<file path="config.mk">
export PLATFORM = sky130hd
export DESIGN_NAME = tmr_unit
export DESIGN_NICKNAME = d
export VERILOG_FILES = /design/src/rtl/tmr_pkg.sv /design/src/rtl/tmr_prescaler.sv /design/src/rtl/tmr_pin.sv /design/src/rtl/tmr_channel.sv /design/src/rtl/tmr_unit.sv
export SDC_FILE = /design/constraint.sdc
export NUM_CORES = 1
export LEC_CHECK = 0
export BUFFER_PORTS_ARGS = -buffer_cell sky130_fd_sc_hd__buf_2
export CAP_MARGIN = 10
export CORE_MARGIN = 5
export CORE_UTILIZATION = 45
export CTS_BUF_LIST = sky130_fd_sc_hd__clkbuf_16
export DETAILED_ROUTE_END_ITERATION = 10
export GPL_TIMING_DRIVEN = 0
export PLACE_DENSITY = 0.64
export SLEW_MARGIN = 20
export SYNTH_ARGS = -nofsm -noshare
export SYNTH_HDL_FRONTEND = slang
export SYNTH_SLANG_ARGS = --single-unit
</file>
<file path="constraint.sdc">
create_clock -name clk -period 3.45 [get_ports clk]
set_input_delay 0 -clock clk [delete_from_list [all_inputs] [get_ports clk]]
set_output_delay 0 -clock clk [all_outputs]
set_load 0.01 [all_outputs]
</file>
<file path="src/rtl/tmr_pkg.sv">
`timescale 1ns/1ps
package tmr_pkg;

   localparam int NCMP = 4;

   localparam logic [3:0] OFF_CTRL = 4'h0;
   localparam logic [3:0] OFF_IOC  = 4'h2;
   localparam logic [3:0] OFF_IE   = 4'h4;
   localparam logic [3:0] OFF_STS  = 4'h5;
   localparam logic [3:0] OFF_CNT  = 4'h6;
   localparam logic [3:0] OFF_CMP  = 4'h8;

   localparam logic [2:0] CLR_SYNC = 3'd3;

   typedef struct packed {
      logic [2:0] clr;
      logic [1:0] edg;
      logic [2:0] psc;
   } ctrl_t;

   function automatic logic [NCMP-1:0] clr_onehot(input logic [2:0] code);
      case (code)
         3'd1:    return 4'b0001;
         3'd2:    return 4'b0010;
         3'd5:    return 4'b0100;
         3'd6:    return 4'b1000;
         default: return 4'b0000;
      endcase
   endfunction

endpackage

</file>
<file path="src/rtl/tmr_prescaler.sv">
`timescale 1ns/1ps
module tmr_prescaler #(
   parameter int STEP  = 2,
   parameter int NSTEP = 4
) (
   input  logic       clk,
   input  logic       rst_n,
   input  logic       run,
   input  logic [2:0] psc,
   input  logic [1:0] edg,
   output logic       tick
);
   localparam int PW = STEP * (NSTEP - 1);

   if (STEP < 1 || NSTEP < 2 || NSTEP > 8) begin : g_bad_cfg
      $error("tmr_prescaler: STEP must be >= 1 and NSTEP within 2..8");
   end

   logic [PW-1:0]    pre;
   logic [NSTEP-1:0] cand;
   logic             sel;

   always_ff @(posedge clk or negedge rst_n) begin
      if (!rst_n)    pre <= '0;
      else if (!run) pre <= '0;
      else           pre <= pre + 1'b1;
   end

   assign cand[0] = 1'b1;

   for (genvar d = 1; d < NSTEP; d++) begin : g_div
      localparam int K = d * STEP - 1;
      logic low;
      if (K == 0) begin : g_k0
         assign low = 1'b1;
      end else begin : g_kn
         assign low = &pre[K-1:0];
      end
      assign cand[d] = (edg == 2'd0) ? (low & ~pre[K]) :
                       (edg == 2'd1) ? (low &  pre[K]) : low;
   end

   always_comb begin
      sel = 1'b0;
      for (int i = 0; i < NSTEP; i++)
         if (psc == 3'(i)) sel = cand[i];
   end

   assign tick = run & sel;

   // a divided rate never yields ticks on two consecutive edges
   a_r3_single_tick: assert property (@(posedge clk) disable iff (!rst_n)
      tick && psc != 3'd0 |=> !tick || psc != $past(psc));

endmodule

</file>
<file path="src/rtl/tmr_pin.sv">
`timescale 1ns/1ps
module tmr_pin (
   input  logic       clk,
   input  logic       rst_n,
   input  logic       cfg_we,
   input  logic [3:0] new_code,
   input  logic [3:0] code,
   input  logic       match,
   output logic       pin
);
   always_ff @(posedge clk or negedge rst_n) begin
      if (!rst_n) begin
         pin <= 1'b0;
      end else if (cfg_we) begin
         if (!new_code[3] && new_code[1:0] != 2'b00) pin <= new_code[2];
      end else if (match && !code[3]) begin
         case (code[1:0])
            2'd1:    pin <= 1'b0;
            2'd2:    pin <= 1'b1;
            2'd3:    pin <= ~pin;
            default: pin <= pin;
         endcase
      end
   end

   // retain codes leave the pin alone
   a_r8_retain: assert property (@(posedge clk) disable iff (!rst_n)
      !cfg_we && code[1:0] == 2'b00 |=> pin == $past(pin));

   // a set action on match drives the pin high
   a_r8_set: assert property (@(posedge clk) disable iff (!rst_n)
      !cfg_we && match && !code[3] && code[1:0] == 2'd2 |=> pin);

endmodule

</file>
<file path="src/rtl/tmr_channel.sv">
`timescale 1ns/1ps
module tmr_channel
   import tmr_pkg::*;
#(
   parameter int CW     = 16,
   parameter int PSTEP  = 2,
   parameter int PNSTEP = 4
) (
   input  logic          clk,
   input  logic          rst_n,
   input  logic          run,
   input  logic          wr_en,
   input  logic          rd_en,
   input  logic [3:0]    off,
   input  logic [CW-1:0] wdata,
   output logic [CW-1:0] rdata,
   input  logic          sync_in,
   output logic          clr_evt,
   output logic          out_a,
   output logic          out_b,
   output logic          irq
);
   localparam int NPIN = 2;

   ctrl_t                      ctrl;
   logic [7:0]                 ioc;
   logic [NCMP-1:0]            ie, flag, seen;
   logic [CW-1:0]              cnt;
   logic [NCMP-1:0][CW-1:0]    cmp;

   logic                       tick;
   logic [NCMP-1:0]            match, cmp_we, flag_clr, flag_n, seen_n;
   logic                       ctrl_we, ioc_we, ie_we, sts_we, cnt_we, sts_rd;
   logic                       own_clr, sync_hit;
   logic [NPIN-1:0]            pins;

   tmr_prescaler #(.STEP(PSTEP), .NSTEP(PNSTEP)) u_psc (
      .clk  (clk),
      .rst_n(rst_n),
      .run  (run),
      .psc  (ctrl.psc),
      .edg  (ctrl.edg),
      .tick (tick)
   );

   assign ctrl_we = wr_en && off == OFF_CTRL;
   assign ioc_we  = wr_en && off == OFF_IOC;
   assign ie_we   = wr_en && off == OFF_IE;
   assign sts_we  = wr_en && off == OFF_STS;
   assign cnt_we  = wr_en && off == OFF_CNT;
   assign sts_rd  = rd_en && off == OFF_STS;

   for (genvar i = 0; i < NCMP; i++) begin : g_cmp
      assign cmp_we[i] = wr_en && off == OFF_CMP + 4'(2 * i);
      assign match[i]  = tick && cnt == cmp[i];
   end

   assign own_clr  = |(clr_onehot(ctrl.clr) & match);
   assign sync_hit = run && ctrl.clr == CLR_SYNC && sync_in;
   assign clr_evt  = own_clr && !cnt_we;

   always_ff @(posedge clk or negedge rst_n) begin
      if (!rst_n) begin
         ctrl <= '0;
         ioc  <= '0;
         ie   <= '0;
         cmp  <= '1;
      end else begin
         if (ctrl_we) ctrl <= ctrl_t'(wdata[7:0]);
         if (ioc_we)  ioc  <= wdata[7:0];
         if (ie_we)   ie   <= wdata[NCMP-1:0];
         for (int i = 0; i < NCMP; i++)
            if (cmp_we[i]) cmp[i] <= wdata;
      end
   end

   always_ff @(posedge clk or negedge rst_n) begin
      if (!rst_n)                   cnt <= '0;
      else if (cnt_we)              cnt <= wdata;
      else if (sync_hit || own_clr) cnt <= '0;
      else if (tick)                cnt <= cnt + 1'b1;
   end

   assign flag_clr = {NCMP{sts_we}} & ~wdata[NCMP-1:0] & seen;
   assign flag_n   = match | (flag & ~flag_clr);
   assign seen_n   = flag_n & ~flag_clr & (seen | ({NCMP{sts_rd}} & flag));

   always_ff @(posedge clk or negedge rst_n) begin
      if (!rst_n) begin
         flag <= '0;
         seen <= '0;
      end else begin
         flag <= flag_n;
         seen <= seen_n;
      end
   end

   assign irq = |(flag & ie);

   for (genvar p = 0; p < NPIN; p++) begin : g_pin
      tmr_pin u_pin (
         .clk     (clk),
         .rst_n   (rst_n),
         .cfg_we  (ioc_we),
         .new_code(wdata[4*p +: 4]),
         .code    (ioc[4*p +: 4]),
         .match   (match[p]),
         .pin     (pins[p])
      );
   end
   assign out_a = pins[0];
   assign out_b = pins[1];

   always_comb begin
      rdata = '0;
      case (off)
         OFF_CTRL: rdata = CW'(ctrl);
         OFF_IOC:  rdata = CW'(ioc);
         OFF_IE:   rdata = CW'(ie);
         OFF_STS:  rdata = CW'(flag);
         OFF_CNT:  rdata = cnt;
         default: begin
            for (int i = 0; i < NCMP; i++)
               if (off == OFF_CMP + 4'(2 * i)) rdata = cmp[i];
         end
      endcase
   end

   // a stopped channel keeps its count unless written
   a_r2_hold_stopped: assert property (@(posedge clk) disable iff (!rst_n)
      !run && !cnt_we |=> cnt == $past(cnt));

   // a plain tick advances the count by one
   a_r4_step: assert property (@(posedge clk) disable iff (!rst_n)
      tick && !cnt_we && !own_clr && !sync_hit |=> cnt == $past(cnt) + 1'b1);

   // a match of the selected clear source returns the count to zero
   a_r5_clear_on_match: assert property (@(posedge clk) disable iff (!rst_n)
      own_clr && !cnt_we |=> cnt == '0);

   // a bus write to the counter wins over counting
   a_r7_write_wins: assert property (@(posedge clk) disable iff (!rst_n)
      cnt_we |=> cnt == $past(wdata));

   for (genvar i = 0; i < NCMP; i++) begin : g_flag_chk
      // a match always leaves its status bit set
      a_r5_flag_set: assert property (@(posedge clk) disable iff (!rst_n)
         match[i] |=> flag[i]);
      // a flag not yet read cannot be cleared
      a_r9_unread_holds: assert property (@(posedge clk) disable iff (!rst_n)
         flag[i] && !seen[i] |=> flag[i]);
   end

endmodule

</file>
<file path="src/rtl/tmr_unit.sv">
`timescale 1ns/1ps
module tmr_unit
   import tmr_pkg::*;
#(
   parameter int          NCH        = 3,
   parameter int          CW         = 16,
   parameter int          AW         = 8,
   parameter int unsigned START_ADDR = 'hF0,
   parameter int          PSTEP      = 2,
   parameter int          PNSTEP     = 4
) (
   input  logic          clk,
   input  logic          rst_n,
   input  logic [AW-1:0] bus_addr,
   input  logic          bus_wr,
   input  logic          bus_rd,
   input  logic [CW-1:0] bus_wdata,
   output logic [CW-1:0] bus_rdata,
   output logic [NCH-1:0] tmr_irq,
   output logic [NCH-1:0] tmr_out_a,
   output logic [NCH-1:0] tmr_out_b
);
   localparam int CHB = AW - 4;

   if (NCH < 1 || NCH > 8 || CW < 8 || CW > 16 || AW < 5 ||
       (START_ADDR >> 4) < NCH || START_ADDR >= (1 << AW)) begin : g_bad_cfg
      $error("tmr_unit: parameter set out of range");
   end

   logic [NCH-1:0]          run, clr_evt, ch_sel;
   logic [NCH-1:0][CW-1:0]  ch_rdata;
   logic                    start_hit;

   assign start_hit = bus_addr == AW'(START_ADDR);

   always_ff @(posedge clk or negedge rst_n) begin
      if (!rst_n)                  run <= '0;
      else if (bus_wr && start_hit) run <= bus_wdata[NCH-1:0];
   end

   for (genvar c = 0; c < NCH; c++) begin : g_ch
      assign ch_sel[c] = bus_addr[AW-1:4] == CHB'(c);

      tmr_channel #(.CW(CW), .PSTEP(PSTEP), .PNSTEP(PNSTEP)) u_ch (
         .clk    (clk),
         .rst_n  (rst_n),
         .run    (run[c]),
         .wr_en  (bus_wr && ch_sel[c]),
         .rd_en  (bus_rd && ch_sel[c]),
         .off    (bus_addr[3:0]),
         .wdata  (bus_wdata),
         .rdata  (ch_rdata[c]),
         .sync_in(|(clr_evt & ~(NCH'(1) << c))),
         .clr_evt(clr_evt[c]),
         .out_a  (tmr_out_a[c]),
         .out_b  (tmr_out_b[c]),
         .irq    (tmr_irq[c])
      );
   end

   always_comb begin
      bus_rdata = '0;
      if (start_hit) bus_rdata = CW'(run);
      else
         for (int c = 0; c < NCH; c++)
            if (ch_sel[c]) bus_rdata = ch_rdata[c];
   end

   // the start register takes the written run bits
   a_r2_start_write: assert property (@(posedge clk) disable iff (!rst_n)
      bus_wr && start_hit |=> run == $past(bus_wdata[NCH-1:0]));

   // without a start write the run bits stay put
   a_r2_start_stable: assert property (@(posedge clk) disable iff (!rst_n)
      !(bus_wr && start_hit) |=> $stable(run));

endmodule

</file>
==> results by group, run 1 <==
STA
  • Final Slew Violations: 0
  • Worst rel slew slack: 0.191
  • Actual slew at the worst max-slew pin: 1.20 ns
  • Fmax achieved: ~290 MHz
  • Final worst slack: -0.0479 ns
  • Fin crit period: ~3.5 ns
  • Final period util: 1.01
  • Final setup fails: 6
  • Final Skew: 0.0160 ns
  • Final hold vios: 0

GRT
  • GRT Overall Usage: 0.294
  • Met2 Usage GRT: 0.427
  • Met1 Resource Use GR: 0.410
  • Pin count of the biggest net entering global routing: 93
  • Number of global-route vias before repair: between 15000 and 20000
  • Global route overflow: 0
  • Most Crowded Layer GR: met2
  • First-pass GRT wire length: 112000 um
  • Routing usage on met3: 0.0535
  • Initial antenna violation count: 1

Final layout
  • Storage cell area: approximately 0.009 sq mm
  • Finished Core Util: 0.512
  • Area grow syn2layout: 12.7%
  • Nets: about 2100
  • Footprint of the multi-input gates: 0.0108 sq mm
  • FILL cells: 4142
  • Design area: 0.0232 sq mm
  • Share of layout cells above drive strength 1: 0.302

Pwr
  • Leak: between 10 and 15 nW
  • Final Power: 10.4 mW
  • P per Cell Area: approximately 450 mW/mm^2
  • VDD IR max: approximately 0.23 mV

Place
  • Placed inst area: between 0.02 and 0.025 sq mm
  • PortBufs: 44
  • Final GP Congestion: 1.03
  • Detailed Place HPWL: around 56000 um
  • Pre-CTS WS: -0.340 ns

Clock network
  • CTS Buf Count: 40
  • TritonCTS clock tree: done
  • Clk slew on worst S/H paths: about 0.06 ns
  • Max clock buf depth: 3
  • H-tree depth: 2
  • CTS Sinks: 351
  • Clock Tree Root: clkbuf_16
  • Clock latency on the worst-skew pair: 0.57 ns

Critical path
  • R2r setup slk: -0.05 ns
  • Worst Path Arrival: roughly 4 ns
  • R2R depth: 10
  • Crit Path Max Fanout: 10
  • CP Capture Type: flip-flop
  • R2r startpoint: g_ch[1].u_ch.cnt[13]
  • Crit path to: g_ch[2].u_ch.cnt[8]
  • Worst path required time: ~3.9 ns
  • Critical R2R Capture: g_ch[2].u_ch.cnt[8]
  • Critical path class: reg -> reg
  • Startpoint class of the critical path: flip-flop
  • Worst Setup SP: g_ch[1].u_ch.cnt[13]

Status
  • Violated checks: negative setup slack
  • Status: finished, violations left

Drt
  • Vias/cell: approximately 6.5
  • DRT Wirelength: around 76000 um
  • Iteration count of the initial detailed-routing pass: 8
  • Final ANT Viol Nets: 0
  • Routed length per instance: between 20 and 30 um
  • Drt initial violations: 2789
  • Via Count: ~18000
  • Post-route DRC: 0

Worst hold path
  • Worst min-delay path category: in -> reg
  • Cells on Worst Hold Path: 4

Die
  • Core Region: 0.0454 sq mm
  • Die ar.: 0.0502 sq mm
  • Die W: between 200 and 250 um
  • Effective utilization at floorplan: 0.454
  • I/O pin count: 53
  • Rows: 78
  • Die Ht: between 200 and 250 um

Yosys
  • Synth Instances: around 2000
  • Netlist cell types: ~70
  • Post-synth top area cell: dfstp_2
  • Asr flop ratio synth: 1.00
  • Post-synth EDFFs: 0
  • Top cell types by occurrence after synthesis: 254 x mux2_2, 192 x dfstp_2, 164 x nand2_1, 163 x xor2_1, 159 x dfrtp_1
  • Syn Nets: 2044
  • Synth area leaders: dfstp_2 24%, dfrtp_1 19%, mux2_2 14%
  • Cell area after synthesis: 0.0206 sq mm
  • Register area share after synthesis: 0.438
  • Syn_area_per_cell: 10.3 sq um
  • Ys flop type: dfstp_2
  • Cell with the most instances after synthesis: mux2_2
  • Top-area cell type share of the netlist area: 0.245
  • Number of synthesized register bits: 351
  • YS warnings: 0

Flow run
  • Max capacitance violation total: 0
[cell families after synthesis]
group           count (synthesis)  synth area share
simple gates                  528             0.127
compound gates                425             0.152
flops                         351             0.438
mux                           259             0.141
xor+xnor                      207            0.0879
buf+inv                       204            0.0414
fa+ha+maj                      21            0.0127
[cell usage in the layout, fill, tap and decap left out, types with 12 or more instances in the layout]
master	synthesis	layout
clkbuf_2	0	12
buf_2	25	71
clkbuf_1	133	109
dlygate4sd3_1	0	19
a221oi_1	26	26
nor3_1	20	17
nor4_1	49	45
a21oi_1	66	64
a21o_1	15	15
mux2_2	254	254
o21ai_0	58	58
a222oi_1	26	26
a31oi_1	34	34
xnor2_1	44	44
nand2_1	164	164
buf_4	9	13
nand4_1	30	30
dfrtp_1	159	159
nand3_1	53	53
and3_1	20	20
ha_1	21	21
inv_1	21	29
nor2_1	99	97
clkbuf_16	0	41
dfstp_2	192	192
nor2b_1	17	16
and2_1	15	15
o221ai_1	16	16
nand2b_1	16	16
a22oi_1	93	93
xor2_1	163	163
[through the flow]
| step | instances | hold slack [ns] | setup TNS (ns) |
|---|---|---|---|
| 2_1_floorplan | 1995 | -0.296 | 0 |
| 3_3_place_gp | 2639 | 0.333 | -1094.03 |
| 3_5_place_dp | 2645 | -0.0459 | -5.87 |
| 4_1_cts | 2734 | 0.116 | 0 |
| 5_1_grt | 2727 | 0.194 | -0.00117 |
| 6_report | 2727 | 0.171 | -0.130 |
[flip-flops by register name, summed over array words and instances, names as in the netlist]
| register | flops |
|---|---|
| g_ch.u_ch.cnt | 48 |
| run | 3 |
| g_ch.u_ch.ctrl | 24 |
| g_ch.u_ch.u_psc.pre | 18 |
| g_ch.u_ch.ioc | 24 |
| g_ch.u_ch.g_pin.u_pin.pin | 6 |
| g_ch.u_ch.flag | 12 |
| g_ch.u_ch.ie | 12 |
| g_ch.u_ch.cmp | 192 |
| g_ch.u_ch.seen | 12 |
[worst max-delay path, cell delays in order, from the launching register on]
cell and delay (ns):
dfrtp_1 0.32, clkbuf_1 0.37, xor2_1 0.13, nor4_1 0.51
nand4_1 0.37, o21ai_0 0.33, o22ai_2 0.18, o311ai_4 0.57
buf_2 0.35, a31oi_1 0.11, nor2_1 0.16
[final cells by class]
type                       instances  area share
multi-input combinational       1440       0.467
sequential                       351       0.388
clock buffer                      41      0.0442
tap                              600      0.0323
buffer                           169      0.0320
timing repair buffer              74      0.0248
clock inverter                    30     0.00792
inverter                          21     0.00339
antenna                            1    0.000108
[how the worst min path moves through the flow]
stage,startpoint,slack [ns],endpoint
global placement,bus_wdata[5],0.33,g_ch[2].u_ch.cnt[5]
finish,bus_addr[5],0.17,g_ch[0].u_ch.seen[3]
detailed placement,rst_n,-0.05,g_ch[0].u_ch.cnt[11]
global route,bus_addr[5],0.19,g_ch[0].u_ch.seen[3]
floorplan,rst_n,-0.30,g_ch[0].u_ch.cnt[0]
CTS,bus_addr[5],0.12,g_ch[0].u_ch.seen[3]
[where the power goes]
group | internal, mW | switching (mW)
Sequential | 4.45 | 0.305
Combinational | 0.564 | 0.965
Clock | 2.30 | 1.80
[per-layer routing]
layer / wire, um / vias up / share of wire
met5: 0 / - / 0
met3: 7740 / 286 / 0.10
met1: 30800 / 8816 / 0.41
met4: 5410 / 0 / 0.071
li1: - / 7562 / -
met2: 32000 / 1126 / 0.42
[repair_timing]
action,4_1_cts,5_1_grt
setup endpoints to repair,45,50
hold endpoints to repair,170,0
gates resized for setup,11,30
pin swaps,0,5
buffers inserted,0,4
hold buffers,20,0
(Power assumes the default switching activity.)
==> run 2, diff against run 1 <==
PLACE_DENSITY = 0.58   (was 0.64)
==> results by group, run 2 (synthesis gave the netlist of run 1 again) <==
Status
  • Status: finished, violations left
  • Violated checks: negative hold slack, negative setup slack

Clock network
  • Clk slew on worst S/H paths: 0.06 ns (about the same)
  • Clock latency on the worst-skew pair: 0.58 ns (about the same)
  • CTS Sinks: 351 (unchanged)
  • Clock Tree Root: clkbuf_16
  • H-tree depth: 2 (unchanged)
  • CTS Buf Count: 43 (+7.5%)
  • TritonCTS clock tree: done
  • Max clock buf depth: 3 (unchanged)

STA
  • Hold_ws: -0.00556 ns (-0.177 ns)
  • Worst rel slew slack: 0.148 (-0.0427)
  • Fmax achieved: 287 MHz (+0.25%)
  • Final setup fails: 4 (-2)
  • Fin crit period: 3.49 ns (-0.00871 ns)
  • RSZ-0062 raised after global routing: yes
  • Final worst slack: -0.0392 ns (+0.00871 ns)
  • Final period util: 1.01 (-0.00252)
  • Setup TNS: -0.0895 ns (+0.0407 ns)
  • Final hold vios: 2 (+2)
  • Final Skew: 0.0114 ns (-0.00460 ns)
  • Actual slew at the worst max-slew pin: 1.26 ns (+0.0555 ns)
  • Final Slew Violations: 0 (unchanged)

Die
  • Effective utilization at floorplan: 0.454 (unchanged)
  • Die W: 224 um (unchanged)
  • Die ar.: 0.0502 sq mm (unchanged)
  • Die Ht: 224 um (unchanged)
  • Core Region: 0.0454 sq mm (unchanged)
  • I/O pin count: 53 (unchanged)
  • Rows: 78 (unchanged)

Final layout
  • Finished Core Util: 0.517 (+0.00521)
  • Most frequent cells in the layout: 254 x mux2_2, 192 x dfstp_2, 164 x nand2_1
  • ANT cells: 0 (-1)
  • Top reg by flops: g_ch.u_ch.cmp
  • Share of layout cells above drive strength 1: 0.311 (+0.00853)
  • Nets: 2147 (+0.047%)
  • Finished Layout Cells: 2732 (+0.18%)
  • Biggest regs: g_ch.u_ch.cmp: 192 flops, g_ch.u_ch.cnt: 48 flops
  • Most common cell after layout, fill and taps aside: mux2_2
  • FILL cells: 4183 (+0.99%)
  • Design area: 0.0235 sq mm (+1.0%)
  • Max reg flops: 192 (unchanged)
  • Area grow syn2layout: 13.8%

Worst hold path
  • Hold Crit Start: bus_wdata[12]
  • Cells on Worst Hold Path: 3 (-1)
  • Worst Hold Path EP: g_ch[0].u_ch.cnt[12]
  • Worst min-delay path category: in -> reg

Critical path
  • R2r setup slk: -0.04 ns (about the same)
  • Worst path required time: 3.92 ns (about the same)
  • Worst Setup SP: g_ch[2].u_ch.cnt[5]
  • R2R depth: 10 (unchanged)
  • CP Capture Type: flip-flop
  • Crit Path Max Fanout: 10 (unchanged)
  • CP max stage delay: 0.47 ns (-0.10 ns)
  • R2r startpoint: g_ch[2].u_ch.cnt[5]
  • CP bufs+invs: 2 (unchanged)
  • Worst Path Arrival: 3.95 ns (-0.02 ns)
  • Critical path class: reg -> reg
  • Worst path top cell family by delay: compound AO/OA/AOI/OAI gates
  • CP Cell Sequence: buf_2, xor2_1, nor4_2, nand4_1, o22a_1, o32a_1, a21oi_2, clkbuf_4, nor4_1, a211oi_1
  • Worst path slowest cell: o32a_1
  • Critical R2R Capture: g_ch[1].u_ch.cnt[12]
  • Startpoint class of the critical path: flip-flop

Drt
  • Vias/cell: 6.40 (-1.8%)
  • Post-route DRC: 0 (unchanged)
  • DRT Wirelength: 79300 um (+4.4%)
  • Drt initial violations: 2410 (-14%)
  • Final ANT Viol Nets: 0 (unchanged)
  • Routed length per instance: 29.0 um (+4.3%)
  • Iteration count of the initial detailed-routing pass: 7 (-1)
  • Via Count: 17500 (-1.7%)

Place
  • Final GP Congestion: 0.999 (-2.7%)
  • Cells after DPL: 2645 (unchanged)
  • PortBufs: 44 (unchanged)
  • Detailed Place HPWL: 58900 um (+5.4%)
  • Placed inst area: 0.0217 sq mm (about the same)

Flow run
  • Max capacitance violation total: 0 (unchanged)

GRT
  • Pin count of the biggest net entering global routing: 86 (-7.5%)
  • First-pass GRT wire length: 115000 um (+2.7%)
  • Number of global-route vias before repair: 16600 (-3.4%)
  • Global route overflow: 0 (unchanged)
  • GRT Overall Usage: 0.307 (+0.0137)
  • Initial antenna violation count: 0 (-1)

Pwr
  • VDD IR max: 0.331 mV (+42%)
  • Leak: 10.6 nW (+1.1%)
  • P per Cell Area: 463 mW/mm^2 (+3.7%)
run 2: changes by cell type in the layout (fill, tap and decap cells not counted), sizes merged:
cell / previous run / this run
inv: 29 / 30
clkbuf: 162 / 163
diode: 1 / 0
clkinvlp: 2 / 3
bufinv: 2 / 4
clkdlybuf4s15: 1 / 0
dlygate4sd3: 19 / 17
buf: 102 / 106
run 2: routing by layer:
metal | GRT usage | part of all wire | vias to the layer above
met3 | 0.0672 | 0.092 | 192
met4 | 0.134 | 0.049 | 0
met2 | 0.445 | 0.42 | 941
met5 | 0 | 0 | -
met1 | 0.444 | 0.44 | 8808
li1 | - | - | 7555
run 2: what timing repair did:
action,CTS,global route
resized for setup,19,35
hold endpoints to repair,170,0
hold buffers,18,0
setup endpoints to repair,60,53
buffers inserted,1,5
pin swaps,1,5
run 2: report_power, final:
group          switching (mW)  internal [mW]  leakage (nW)
clock network            1.88           2.65         0.711
registers               0.325           4.45          4.14
logic                   0.987          0.580          5.70
total                    3.19           7.68          10.6
run 2: area by class of cell:
class,count,area [sq um],area share
well taps,600,751,0.0320
clock buffers,45,1130,0.0480
multi-input cells,1440,10900,0.464
plain buffers,167,734,0.0313
clock inverters,34,256,0.0109
inverters,21,78.8,0.00336
repair buffers,74,598,0.0255
flip-flops and latches,351,9030,0.385
run 2: worst max-delay path by stage:
stage	slack, ns	cells after the start	endpoint
after detailed placement	-0.57	10	g_ch[2].u_ch.cnt[1]
after floorplan	0.57	11	g_ch[0].u_ch.cnt[10]
final	-0.04	10	g_ch[1].u_ch.cnt[12]
after CTS	0.003	8	bus_rdata[5]
after global placement	-4.66	1	g_ch[1].u_ch.cnt[15]
after global routing	-0.05	12	g_ch[1].u_ch.cnt[12]
run 2: worst min-delay path: stages:
cell      delay, ns
clkbuf_1       0.28
nand2_1        0.17
a221oi_2       0.07
run 2: metrics by stage:
stage | total power, mW | setup WS [ns] | hold slack (ns)
after detailed placement | 6.28 | -0.569 | -0.0948
final | 10.9 | -0.0392 | -0.00556
after global placement | 6.25 | -4.66 | 0.331
after CTS | 10.8 | 0.00337 | 0.0107
after floorplan | 5.59 | 0.572 | -0.296
after global routing | 11.2 | -0.0529 | 0.0258
